--- src/rtl/clk_rate_div.sv ---
module clk_rate_div #(
  parameter int SLOW_HALF = 32,
  parameter int FAST_HALF = 8
) (
  input  logic clk_fast,
  input  logic rst_n,
  input  logic run_sel,
  output logic cpu_clk
);
  localparam int MAXH = (SLOW_HALF > FAST_HALF) ? SLOW_HALF : FAST_HALF;
  localparam int CW   = $clog2(MAXH + 1);
  localparam logic [CW-1:0] SLOW_LD = CW'(SLOW_HALF - 1);
  localparam logic [CW-1:0] FAST_LD = CW'(FAST_HALF - 1);

  logic          mode_q;
  logic [CW-1:0] cnt;
  wire           at_end = (cnt == '0);

  always_ff @(posedge clk_fast or negedge rst_n) begin
    if (!rst_n) begin
      mode_q  <= 1'b0;
      cnt     <= SLOW_LD;
      cpu_clk <= 1'b0;
    end else begin
      mode_q <= run_sel;
      if (at_end) begin
        cnt     <= mode_q ? FAST_LD : SLOW_LD;
        cpu_clk <= ~cpu_clk;
      end else begin
        cnt <= cnt - CW'(1);
      end
    end
  end
endmodule


--- config.mk ---
export PLATFORM = sky130hd
export DESIGN_NAME = clk_rate_div
export DESIGN_NICKNAME = d
export VERILOG_FILES = /design/src/rtl/clk_rate_div.sv
export SDC_FILE = /design/constraint.sdc
export NUM_CORES = 1
export LEC_CHECK = 0
export ABC_AREA = 1
export BUFFER_PORTS_ARGS = -buffer_cell sky130_fd_sc_hd__buf_4
export CAP_MARGIN = 20
export CORE_AREA = 4 4 41 43
export DETAILED_ROUTE_END_ITERATION = 8
export DIE_AREA = 0 0 45 47
export PLACE_DENSITY = 0.54
export SYNTH_ARGS = -nofsm -noshare
export SYNTH_HDL_FRONTEND = slang
export SYNTH_SLANG_ARGS = --single-unit
--- constraint.sdc ---
create_clock -name clk_fast -period 1.2 [get_ports clk_fast]
set_input_delay 0.12 -clock clk_fast [delete_from_list [all_inputs] [get_ports clk_fast]]
set_output_delay 0.12 -clock clk_fast [all_outputs]
set_load 0.05 [all_outputs]
==> results list <==
* Detailed-route via count: 289
- Post-CTS Setup Bufs: 0
- Max-slew violation total from the final report: 0
- Starting utilization of the core area: 29.42%
- Slowest cell on the critical path: sky130_fd_sc_hd__dfstp_2
- On the worst path, the slowest cell contributes a delay of 0.52 ns.
- Biggest area consumer among synthesized cells: sky130_fd_sc_hd__dfstp_2
* Headroom to the max-slew limit: 85.86%
- Share of synthesized area occupied by flip-flops and latches: 53.92%
- In this run the tool buffered the top-level ports with 3 buffer cells.
- IR Drop Worst-Case VDD: 0.8382 mV
- Timing would allow up to 892.8 MHz.
* Basic-gate share of the synthesized area counting and, or, nand and nor cells: 33.66%
* Final period utilization: 93.34%
- Relative to the synthesized area, the layout overhead comes to 30.72%.
- Summing the areas of all fa, ha and maj instances in the mapped netlist gives 3.268% of the synthesized area.
* First-pass iteration count of the detailed router: 2
- Worst slew pin tran: 0.2114 ns
- Proportion of layout cells with a drive suffix above 1: 34.48%
- The cell area that synthesis handed to floorplanning was 382.9 sq um.
* Cells along the critical path: inv_1 -> ha_2 -> nand2_4 -> inv_2 -> nand2_2 -> nand2_1 -> nand2_1
- Summing the areas of all compound-gate instances in the mapped netlist gives 0% of the synthesized area.
- Routed length per placed instance: 8.767 um
* Total power density per cell area: 1816 nW/um^2
- Summing all multi-input logic gate instances after layout gives 157.7 sq um.
- STA puts the critical path data required time at 1.40 ns.
* Worst Setup Slack, final: 0.07996 ns
- Leakage Power: 0.2794 nW
- Post-DRT Antenna Nets: 0
* Max H-tree Level: 1
- Area share of the leading cell type in the synthesized netlist: 34.31%
- Number of vias per cell after detailed routing: 3.959
- The clock passes through at most 2 buffers.
* Crit path kind: register to register
- TritonCTS built the clock tree.
* Fill cell total of the finished layout: 140
* Post-Syn Instances: 46
- Worst-case clock skew: 0.005197 ns
- 4 I/O pins were placed.
- The tree is rooted in a sky130_fd_sc_hd__clkbuf_4.
- The worst path needs 1.120 ns of the cycle, external delays included.
- Latest clock arrival within the worst-skew pair: 0.25 ns
- Core area: 1301 sq um
- By area, the combinational part of the netlist is dominated by simple AND/OR/NAND/NOR gates.
- Violation count after the first detailed-routing iteration: 3
- Most used cell along the critical path: sky130_fd_sc_hd__nand2_1
- The via count of the first global-routing pass came to 312.
- In this run the core area contains 13 standard-cell rows.
* Setup crit end kind: register
- The path class of the tightest hold or removal check is input pin to async pin.
* Total global routing overflow: 0
* Maximum fanout along the worst path: 4
- Number of synthesized register bits: 8
- OpenSTA, run right after detailed placement, puts the worst setup slack at 0.01357 ns.
* Number of antenna repair diodes: 0
- Post-Synth XOR/XNOR Area: 2.288%
- Mean post-synth cell area: 8.323 sq um
- Syn. warnings: 0
- Measured against the total synthesized area, the mux share comes to 0%.
* Number of library cell types mapped by synthesis: 12
* Final number of setup-violating endpoints: 0
* Final weighted congestion in routability-driven placement: 0.7800
- Run status: finished clean
* Area taken by flip-flops and latches: 206.4 sq um
- Die X-Extent: 45 um
- CTS saw 8 sinks.
- Wirelength, routed: 640 um
- Area enclosed by the die boundary: 2115 sq um
- The number of antenna violations at the first check in global routing is 0.
- Entering global routing, the biggest net connects 9 pins.
* Worst path arrival time: 1.32 ns
- Setup TNS after final layout: 0 ns
- In the global route stage, overall resource usage came out at 8.227%.
- Number of hold-slack violations in the final timing report: 0
* Post-route DRC violation count: 0
- Measured along the y axis, the die boundary spans 47 um.
* Kind of start point of the critical path: register
- Worst-path clk slew: 0.06 ns
- Setup repair after global routing missed its margin: false
- The tool flagged a number of max-cap violations equal to 0.
* Global-route wire length before repair: 1.173 mm
- Layout Nets: 63
* Ranking of synthesized cells by area: sky130_fd_sc_hd__dfstp_2 (34%), sky130_fd_sc_hd__dfrtp_1 (20%), sky130_fd_sc_hd__nand2_1 (17%)
- Total clock buffers created by CTS: 3
- Counting every net in the synthesized netlist gives 50.
[kinds of logic (layout without fill, tap and decap cells)]
logic type	after synthesis	after routing
xor gates and xnor gates	1	1
adders and majority gates	1	1
buffers and inverters	7	19
DFF	8	8
and+or+nand+nor	29	29
[sequential cells by signal, indices dropped and copies added, names as in the netlist]
name,flops
cpu_clk,1
cnt,6
mode_q,1
[layout make-up]
class | count | area share [%]
clock buffers | 4 | 5.250
repair buffers | 8 | 13.00
well taps | 15 | 3.750
inverters | 7 | 5.250
flip-flops and latches | 8 | 41.25
multi-input cells | 31 | 31.50
[worst max-delay path: cells and delay by family, from the launching register on]
kind / cells / cell delay [ns]
adders and majority gates: 1 / 0.20
buffers and inverters: 2 / 0.10
DFF: 1 / 0.52
and+or+nand+nor: 4 / 0.26
[cells in the mapped netlist]
| master | count |
|---|---|
| sky130_fd_sc_hd__dfrtp_1 | 3 |
| sky130_fd_sc_hd__dfstp_2 | 5 |
| sky130_fd_sc_hd__ha_1 | 1 |
| sky130_fd_sc_hd__inv_1 | 6 |
| sky130_fd_sc_hd__inv_2 | 1 |
| sky130_fd_sc_hd__nand2_1 | 17 |
| sky130_fd_sc_hd__nand2_2 | 2 |
| sky130_fd_sc_hd__nand3_1 | 2 |
| sky130_fd_sc_hd__nand3b_1 | 2 |
| sky130_fd_sc_hd__nor2_1 | 4 |
| sky130_fd_sc_hd__nor2_2 | 2 |
| sky130_fd_sc_hd__xor2_1 | 1 |
[repair_timing]
item | in CTS | in global routing
endpoints found under the setup margin | 0 | 4
gates resized for setup | 0 | 2
hold endpoints to repair | 9 | 0
hold buffers | 2 | 0
[worst paths after layout]
kind	start	slack [ns]	end	cells after the start
setup / recovery	cnt[0]	0.08	cnt[3]	7
hold / removal	rst_n	0.22	mode_q	2
setup reg to reg	cnt[0]	0.08	cnt[3]	7
hold reg to reg	mode_q	0.48	cnt[4]	3
max in group asynchronous	rst_n	0.76	cnt[2]	2
min in group clk_fast	mode_q	0.48	cnt[4]	3
[stage by stage]
stage | utilization [%] | instance area (sq um) | cells | hold WS (ns) | total power [W]
2_1_floorplan | - | 382.9 | 46 | -0.1756 | 0.0006084
3_3_place_gp | 34.33 | 446.7 | 67 | -0.05754 | 0.0006767
3_5_place_dp | 34.33 | 446.7 | 67 | -0.05740 | 0.0006829
4_1_cts | 37.88 | 493.0 | 73 | 0.2050 | 0.0009211
5_1_grt | 38.46 | 500.5 | 73 | 0.2293 | 0.0009765
6_report | 38.46 | 500.5 | 73 | 0.2235 | 0.0009089
[layer usage]
| layer | global-route usage [%] | vias up | wire length [um] |
|---|---|---|---|
| li1 | - | 161 | - |
| met1 | 8.920 | 125 | 292 |
| met2 | 13.28 | 3 | 327 |
| met3 | 3.448 | 0 | 20 |
| met4 | 5.263 | 0 | 0 |
| met5 | 0 | - | 0 |
[cell usage in the layout, fill, tap and decap left out, drive strengths merged]
master,n
dlygate4sd3,2
buf,6
inv,7
dfstp,5
nand3b,2
ha,1
nand3,2
xor2,1
nor2,6
nand2,19
clkbuf,4
dfrtp,3
[where the power goes]
group / internal, W / switching (W) / total [W]
combinational: 0.0000892 / 0.000170 / 0.000259
sequential: 0.000366 / 0.0000591 / 0.000425
clock: 0.000128 / 0.0000976 / 0.000225
Power figures use the tool's default switching activity.
